`src/rtl/rsc_pkg.sv`:
```
// Package: shared constants and types for the reset cause status register.
// Assumes an 8-bit register. Bit positions are fixed because software decodes them.
package rsc_pkg;

    localparam int REG_W = 8;

    // Bit positions that software decodes.
    localparam int B_PRIO   = 7;
    localparam int B_UNUSED = 6;
    localparam int B_CFG    = 5;
    localparam int B_SWRST  = 4;
    localparam int B_WDT    = 3;
    localparam int B_PWRDN  = 2;
    localparam int B_POR    = 1;
    localparam int B_BOR    = 0;

    // Power-up value, software write rights and implemented bits.
    localparam logic [REG_W-1:0] INIT_VAL  = 8'h3C;
    localparam logic [REG_W-1:0] SW_MASK   = 8'hB3;
    localparam logic [REG_W-1:0] IMPL_MASK = 8'hBF;

    // Bundle of single-cycle event pulses.
    typedef struct packed {
        logic por;
        logic bor;
        logic wdt;
        logic sleep;
        logic clrwdt;
        logic swrst;
        logic cfgmis;
    } evt_t;

endpackage

```
`src/rtl/rsc_event_map.sv`:
```
// Module: maps the event pulses and the regulator state to per-bit
// clear, set and force-zero vectors.
// Assumes each event is a one-cycle pulse. Power-on is handled separately as the init input of every flag.
module rsc_event_map
    import rsc_pkg::*;
(
    input  evt_t             ev,
    input  logic             vreg_en,
    output logic [REG_W-1:0] hw_clr,
    output logic [REG_W-1:0] hw_set,
    output logic [REG_W-1:0] force_zero
);

    // Clear vector: the cause events drive their flags to 0.
    always_comb begin
        hw_clr          = '0;
        hw_clr[B_CFG]   = ev.cfgmis;
        hw_clr[B_SWRST] = ev.swrst;
        hw_clr[B_WDT]   = ev.wdt;
        hw_clr[B_PWRDN] = ev.sleep;
        hw_clr[B_BOR]   = ev.bor;
    end

    // Set vector: watchdog restart and sleep re-arm the status flags.
    always_comb begin
        hw_set          = '0;
        hw_set[B_WDT]   = ev.clrwdt | ev.sleep;
        hw_set[B_PWRDN] = ev.clrwdt;
    end

    // Force-zero vector: a disabled regulator holds the brown-out flag low.
    always_comb begin
        force_zero        = '0;
        force_zero[B_BOR] = ~vreg_en;
    end

endmodule

```
`src/rtl/rsc_flag_cell.sv`:
```
// Module: one storage bit with its update priority:
// reset/init, force-zero, hardware clear, software write, hardware set.
// Assumes the caller decodes which events apply. When IMPL is 0 the bit stays 0.
module rsc_flag_cell #(
    parameter logic INIT = 1'b0,
    parameter logic SW_W = 1'b0,
    parameter logic IMPL = 1'b1
) (
    input  logic clk,
    input  logic rst_n,
    input  logic init,
    input  logic force_zero,
    input  logic hw_clr,
    input  logic hw_set,
    input  logic sw_we,
    input  logic sw_d,
    output logic q
);

    logic nxt;

    // Next-state selection in priority order.
    always_comb begin
        if (init)                    nxt = INIT;
        else if (force_zero)         nxt = 1'b0;
        else if (hw_clr)             nxt = 1'b0;
        else if (sw_we && SW_W)      nxt = sw_d;
        else if (hw_set)             nxt = 1'b1;
        else                         nxt = q;
    end

    // Storage with synchronous active-low reset to the power-up value.
    always_ff @(posedge clk) begin
        if (!rst_n) q <= IMPL ? INIT : 1'b0;
        else        q <= IMPL ? nxt  : 1'b0;
    end

endmodule

```
`src/rtl/rsc_readout.sv`:
```
// Module: builds the software-visible value and the brown-out indication.
// Assumes the stored bits come from the flag cells. Bit 0 is masked live by the regulator enable.
module rsc_readout
    import rsc_pkg::*;
(
    input  logic [REG_W-1:0] state,
    input  logic             vreg_en,
    output logic [REG_W-1:0] rd_data,
    output logic             prio_en_o,
    output logic             brownout_o
);

    // Read value with the unimplemented bit zeroed and bit 0 masked.
    always_comb begin
        rd_data        = state & IMPL_MASK;
        rd_data[B_BOR] = state[B_BOR] & vreg_en;
    end

    // Priority enable and derived brown-out indication.
    always_comb begin
        prio_en_o  = rd_data[B_PRIO];
        brownout_o = ~rd_data[B_BOR] & rd_data[B_POR];
    end

endmodule

```
`src/rtl/rsc_status_reg.sv`:
```
// Module: top of the reset cause status register.
// Assumes event inputs are synchronous one-cycle pulses and wr_en is a one-cycle write strobe.
module rsc_status_reg
    import rsc_pkg::*;
(
    input  logic             clk,
    input  logic             rst_n,
    input  logic             ev_por,
    input  logic             ev_bor,
    input  logic             ev_wdt,
    input  logic             ev_sleep,
    input  logic             ev_clrwdt,
    input  logic             ev_swrst,
    input  logic             ev_cfgmis,
    input  logic             vreg_en,
    input  logic             wr_en,
    input  logic [REG_W-1:0] wr_data,
    output logic [REG_W-1:0] rd_data,
    output logic             prio_en_o,
    output logic             brownout_o
);

    evt_t             ev;
    logic [REG_W-1:0] hw_clr;
    logic [REG_W-1:0] hw_set;
    logic [REG_W-1:0] force_zero;
    logic [REG_W-1:0] state;

    // Pack the event pulses.
    always_comb begin
        ev.por    = ev_por;
        ev.bor    = ev_bor;
        ev.wdt    = ev_wdt;
        ev.sleep  = ev_sleep;
        ev.clrwdt = ev_clrwdt;
        ev.swrst  = ev_swrst;
        ev.cfgmis = ev_cfgmis;
    end

    rsc_event_map i_map (
        .ev         (ev),
        .vreg_en    (vreg_en),
        .hw_clr     (hw_clr),
        .hw_set     (hw_set),
        .force_zero (force_zero)
    );

    for (genvar b = 0; b < REG_W; b++) begin : g_bit
        rsc_flag_cell #(
            .INIT (INIT_VAL[b]),
            .SW_W (SW_MASK[b]),
            .IMPL (IMPL_MASK[b])
        ) i_cell (
            .clk        (clk),
            .rst_n      (rst_n),
            .init       (ev.por),
            .force_zero (force_zero[b]),
            .hw_clr     (hw_clr[b]),
            .hw_set     (hw_set[b]),
            .sw_we      (wr_en),
            .sw_d       (wr_data[b]),
            .q          (state[b])
        );
    end

    rsc_readout i_rd (
        .state      (state),
        .vreg_en    (vreg_en),
        .rd_data    (rd_data),
        .prio_en_o  (prio_en_o),
        .brownout_o (brownout_o)
    );

endmodule

```
`config.mk`:
```
export PLATFORM = sky130hd
export DESIGN_NAME = rsc_status_reg
export DESIGN_NICKNAME = d
export VERILOG_FILES = /design/src/rtl/rsc_pkg.sv /design/src/rtl/rsc_event_map.sv /design/src/rtl/rsc_flag_cell.sv /design/src/rtl/rsc_readout.sv /design/src/rtl/rsc_status_reg.sv
export SDC_FILE = /design/constraint.sdc
export NUM_CORES = 1
export LEC_CHECK = 0
export BUFFER_PORTS_ARGS = -buffer_cell sky130_fd_sc_hd__buf_2
export CAP_MARGIN = 15
export CELL_PAD_IN_SITES_DETAIL_PLACEMENT = 0
export CELL_PAD_IN_SITES_GLOBAL_PLACEMENT = 1
export CORE_MARGIN = 2
export CORE_UTILIZATION = 22
export CTS_BUF_LIST = sky130_fd_sc_hd__clkbuf_2
export CTS_CLUSTER_DIAMETER = 30
export DETAILED_ROUTE_END_ITERATION = 16
export PLACE_DENSITY = 0.83
export SYNTH_ARGS = -nofsm -noshare
export SYNTH_HDL_FRONTEND = slang
export SYNTH_SLANG_ARGS = --single-unit
```
`constraint.sdc`:
```
create_clock -name clk -period 0.8 [get_ports clk]
set_input_delay 0.04 -clock clk [delete_from_list [all_inputs] [get_ports clk]]
set_output_delay 0.04 -clock clk [all_outputs]
set_load 0.03 [all_outputs]
```
==> metrics.csv, run 1 <==
metric,value,unit
status,"finished, violations left",
violations,setup timing,
hold_violations,0,
antenna_found_initial,0,
ir_worst_vdd,0.0005665,V
cts_made_buffers,3,
reg_top3,g_bit.i_cell.q: 7 flops,
r2r_cells,2,
drcViolationCount,0,
post_drt_via_cell_ratio,4.067,
seq_area,147.6,sq um
grt_usage,8.631,%
fp-row-count,14,
cp-start-kind,flop,
fillCellCount,169,
post-route-period-util,117.4,%
dieArea,0.001846,sq mm
synth-warning-count,0,
syn_area_per_cell,9.826,sq um
h-tree-depth,1,
cts_tree,done,
max_freq,1065,MHz
yosysUniqueCellTypes,12,
vias,305,
crit_required,0.76,ns
core_area,0.001471,sq mm
crit_chain,"and2_4, nor2b_4, buf_6",
swShare,27.28,%
end_kind,output port,
cts_setup_buffers,0,
syn_area,334.1,sq um
regMostFlops,g_bit.i_cell.q,
grt_pass1_vias,272,
switching_power,221.1,uW
drt_iter0_drc,1,
dp_hpwl,525.5,um
crit_start,g_bit[0].i_cell.q,
io_buffers,24,
power_density,1476,mW/mm^2
syn2layout_area_growth,64.42,%
clk_latency,0.22,ns
setup_violations,2,
rsz0062_at_grt,true,
intPower,589.6,uW
min_path_type,in2reg,
overflow,0,
grt_max_degree,6,
dpl_cell_area,419.2,sq um
crit_slowest_cell,dfxtp_1,
p_comb_share,21.2,%
max_stage_delay,0.31,ns
synth.ff_latch_count,7,
worstPathArrival,0.90,ns
clockPowerShare,32.5,%
worst-r2r-setup-slack,0.10,ns
rr_endpoint,g_bit[0].i_cell.q,
min_from,wr_data[7],
finalMaxSlewViolations,0,
pin_count,29,
avgRoutedWirePerCell,9.213,um
fin_crit,0.9390,ns
start_util,22.70,%
fin_area,549.3,sq um
finalNonFillerCells,75,
reg2reg_from,g_bit[0].i_cell.q,
mostFrequentLayoutCell,buf_2,
cts-root-buf,clkbuf_2,
cts_sinks,7,
finalWirelength,691,um
clockBufferDepth,2,
ys_seq_area_share,41.95,%
antennaDiodeCount,0,
die_width,42.97,um
max-cap-violations,0,
nNetsFinal,79,
place_inst,66,
crit_fanout,2,
grt_pass1_wl,1117,um
worst_slack,-0.1390,ns
die_y,42.97,um
endpoint,brownout_o,
multi_input_area,145.1,sq um
finalSetupTns,-0.2699,ns
drive_gt1_share,64.41,%
syn_nets,53,
final_cell_mix,"buf_2, buf_6, dfxtp_2",
ant_nets,0,
drt_pre_antenna_iters,2,
path_clk_slew,0.07,ns
leakage,0.2624,nW
largest_reg_flops,7,
gp_congestion,0.5910,
syn_inst,34,
pwr-share-seq,46.3,%
skew,0,ns
worstSetupPathType,reg2out,
-- through the flow --
| stage | util, % | hold WS [ns] | power [mW] | worst slack [ns] |
|---|---|---|---|---|
| global placement | 28.49 | 0.2127 | 0.5094 | 0.01518 |
| detailed placement | 28.49 | 0.2178 | 0.5123 | 0.005566 |
| global route | 37.33 | 0.05548 | 0.8715 | -0.2071 |
| floorplan | - | 0.1114 | 0.4795 | 0.007894 |
| CTS | 34.78 | 0.04473 | 0.8092 | -0.1589 |
| finish | 37.33 | 0.05613 | 0.8107 | -0.1390 |
-- cells in the mapped netlist --
cell | count | area (sq um)
nor2b_1 | 2 | 12.51
dfxtp_1 | 7 | 140.1
nand2b_1 | 1 | 6.260
mux2i_1 | 5 | 50.05
nor4b_2 | 1 | 15.01
and2_1 | 1 | 6.260
nor2_1 | 3 | 11.26
conb_1 | 1 | 3.750
buf_6 | 1 | 11.26
buf_4 | 7 | 52.55
nor3_1 | 1 | 5.000
o21ai_0 | 4 | 20.02
-- layer usage --
| metal | vias up | part of all wire (%) | GRT usage, % |
|---|---|---|---|
| li1 | 154 | - | - |
| met1 | 133 | 44 | 10.59 |
| met2 | 16 | 46 | 11.21 |
| met3 | 2 | 8.4 | 3.830 |
| met4 | 0 | 1.2 | 7.273 |
| met5 | - | 0 | 0 |
-- timing repair --
action	CTS	global route
setup endpoints to repair	9	10
hold endpoints to repair	5	0
gates resized for setup	9	16
hold buffers	5	0
-- power groups by stage --
stage          logic, mW  clock network [mW]  registers (mW)
2_1_floorplan      0.100                   0           0.379
3_3_place_gp       0.133                   0           0.376
3_5_place_dp       0.135                   0           0.377
4_1_cts            0.163               0.276           0.370
5_1_grt            0.187               0.308           0.377
6_report           0.172               0.263           0.375
-- worst min path at each step --
stage,end,cells past startpoint
after floorplan,g_bit[0].i_cell.q,1
after CTS,g_bit[1].i_cell.q,3
after detailed placement,g_bit[0].i_cell.q,2
after global routing,g_bit[1].i_cell.q,3
final,g_bit[7].i_cell.q,3
after global placement,g_bit[0].i_cell.q,2
-- cell type report --
cell class	count	area share, %
timing repair buffer	29	39.41
tap	16	3.645
clock buffer	4	3.645
sequential	7	26.88
multi-input combinational	19	26.42
-- cell families after synthesis --
family	after synthesis	share of synthesized area, %
other	1	1.123
AO/OA/AOI/OAI	4	5.993
flip-flops	7	41.95
AND/OR/NAND/NOR	9	16.85
multiplexers	5	14.98
buffers and inverters	8	19.10
-- worst max-delay path: cells and delay by family (launching register included) --
| kind | cells | cell delay [ns] |
|---|---|---|
| buffers and inverters | 1 | 0.13 |
| and+or+nand+nor | 2 | 0.24 |
| DFF | 1 | 0.31 |
(Power assumes the default switching activity.)
==> run 2, diff against run 1 <==
ABC_CLOCK_PERIOD_IN_PS = 800   (was not set)
PLACE_DENSITY = not set   (was 0.83)
PLACE_DENSITY_LB_ADDON = 0.15   (was not set)
==> metrics.csv, run 2 (same netlist as run 1, synthesis figures left out) <==
metric,value,unit
status,"finished, violations left",
violations,setup timing,
power_density,1483,mW/mm^2
max_stage_delay,0.31,ns
rsz0062_at_grt,true,
met3_usage,8.085,%
antenna_found_initial,0,
max_freq,1063,MHz
seq_area,143.9,sq um
worst_hold_slack,0.05221,ns
multi_input_area,140.1,sq um
core_area,0.001471,sq mm
nNetsFinal,79,
ir_worst_vdd,0.0008847,V
drcViolationCount,0,
start_util,22.70,%
clockBufferDepth,2,
antennaDiodeCount,0,
cp-start-kind,flop,
worstHoldEndpoint,g_bit[1].i_cell.q,
overflow,0,
die_y,42.97,um
syn2layout_area_growth,61.80,%
cts_made_buffers,3,
drt_iter0_drc,2,
path_clk_slew,0.07,ns
hold_violations,0,
gr-usage-met2,11.52,%
fp-row-count,14,
cts_tree,done,
drt_pre_antenna_iters,3,
finalMaxSlewViolations,0,
worst-r2r-setup-slack,0.06,ns
report.power.total,801.8,uW
ant_nets,0,
min_from,wr_data[1],
clk_latency,0.23,ns
post-route-period-util,117.6,%
fin_crit,0.9411,ns
crit_fanout,2,
crit_required,0.76,ns
h-tree-depth,1,
die_width,42.97,um
grt_pass1_vias,273,
pre_cts_ws,0.007523,ns
grt_usage,8.202,%
vias,301,
final_cell_mix,"buf_2, buf_6, mux2i_1, dlygate4sd3_1",
crit_slowest_cell,dfxtp_1,
end_kind,output port,
gr-max-usage-layer,met2,
post_drt_via_cell_ratio,4.013,
dieArea,0.001846,sq mm
reg_top3,g_bit.i_cell.q: 7 flops,
grt_use_met1,8.808,%
worstPathArrival,0.90,ns
setup_violations,2,
worst_slack,-0.1411,ns
gp_congestion,0.5974,
largest_reg_flops,7,
cts-root-buf,clkbuf_2,
mostFrequentLayoutCell,buf_2,
finalWirelength,647,um
min_path_type,in2reg,
reg2reg_from,g_bit[0].i_cell.q,
crit_chain,"and2_4, nor2b_4, buf_6",
worstSetupPathType,reg2out,
avgRoutedWirePerCell,8.627,um
regMostFlops,g_bit.i_cell.q,
cts_sinks,7,
rr_endpoint,g_bit[0].i_cell.q,
pin_count,29,
grt_pass1_wl,1055,um
crit_buf_inv,1,
io_buffers,24,
skew,0,ns
drive_gt1_share,57.63,%
max-cap-violations,0,
fillCellCount,167,
grt_max_degree,6,
r2r_cells,2,
leakage,0.2623,nW
min_delay_path_depth,3,
crit_family,flip-flops,
dp_hpwl,529.5,um
-- run 2: cell types whose count changed in the layout (fill, tap and decap cells not counted) --
cell     previous run  this run
dfxtp_1             1         4
dfxtp_2             6         3
o21ai_1             1         0
nor3_1              0         1
nor3_2              1         0
o21ai_0             3         4
-- run 2: cell type report --
cell class	count	share of cell area, %
clock buffers	4	3.704
multi-input cells	19	25.93
flip-flops and latches	7	26.62
well taps	16	3.704
repair buffers	29	40.05
-- run 2: how the worst max path moves through the flow --
stage | startpoint | endpoint | slack [ns] | depth (start not counted)
finish | g_bit[0].i_cell.q | brownout_o | -0.14 | 3
global route | g_bit[0].i_cell.q | brownout_o | -0.19 | 3
CTS | g_bit[0].i_cell.q | brownout_o | -0.16 | 3
detailed placement | g_bit[0].i_cell.q | brownout_o | 0.008 | 3
global placement | g_bit[0].i_cell.q | brownout_o | 0.007 | 3
floorplan | g_bit[0].i_cell.q | brownout_o | 0.008 | 2
-- run 2: metal layers --
metal | part of all wire [%] | vias to the layer above
met5 | 0 | -
met4 | 0 | 0
met3 | 14 | 0
met2 | 49 | 17
met1 | 38 | 130
li1 | - | 154
-- run 2: report_power, final --
part,switching [mW],internal (mW),leakage (nW)
Clock,0.126,0.133,0.0166
Combinational,0.0790,0.0905,0.188
Sequential,0.00961,0.363,0.0580
Total,0.215,0.587,0.262
-- run 2: per-stage QoR --
step | cell area (sq um) | util (%) | cells | setup TNS [ns]
final | 540.5 | 36.73 | 75 | -0.2743
after global routing | 540.5 | 36.73 | 75 | -0.4220
after CTS | 514.2 | 34.95 | 74 | -0.3157
after detailed placement | 419.2 | 28.49 | 66 | 0
after global placement | 419.2 | 28.49 | 66 | 0
after floorplan | 342.8 | - | 34 | 0
-- run 2: worst reg2reg max path, cell delays in order (launching register included) --
cell and delay, ns:
dfxtp_1 0.33, mux2i_1 0.08, nor4b_2 0.26
-- run 2: what timing repair did --
action / CTS / global route
buffers inserted: 0 / 0
endpoints found under the setup margin: 9 / 7
pin swaps: 0 / 1
gates resized for setup: 14 / 5
hold endpoints to repair: 4 / 1
hold buffers: 4 / 1
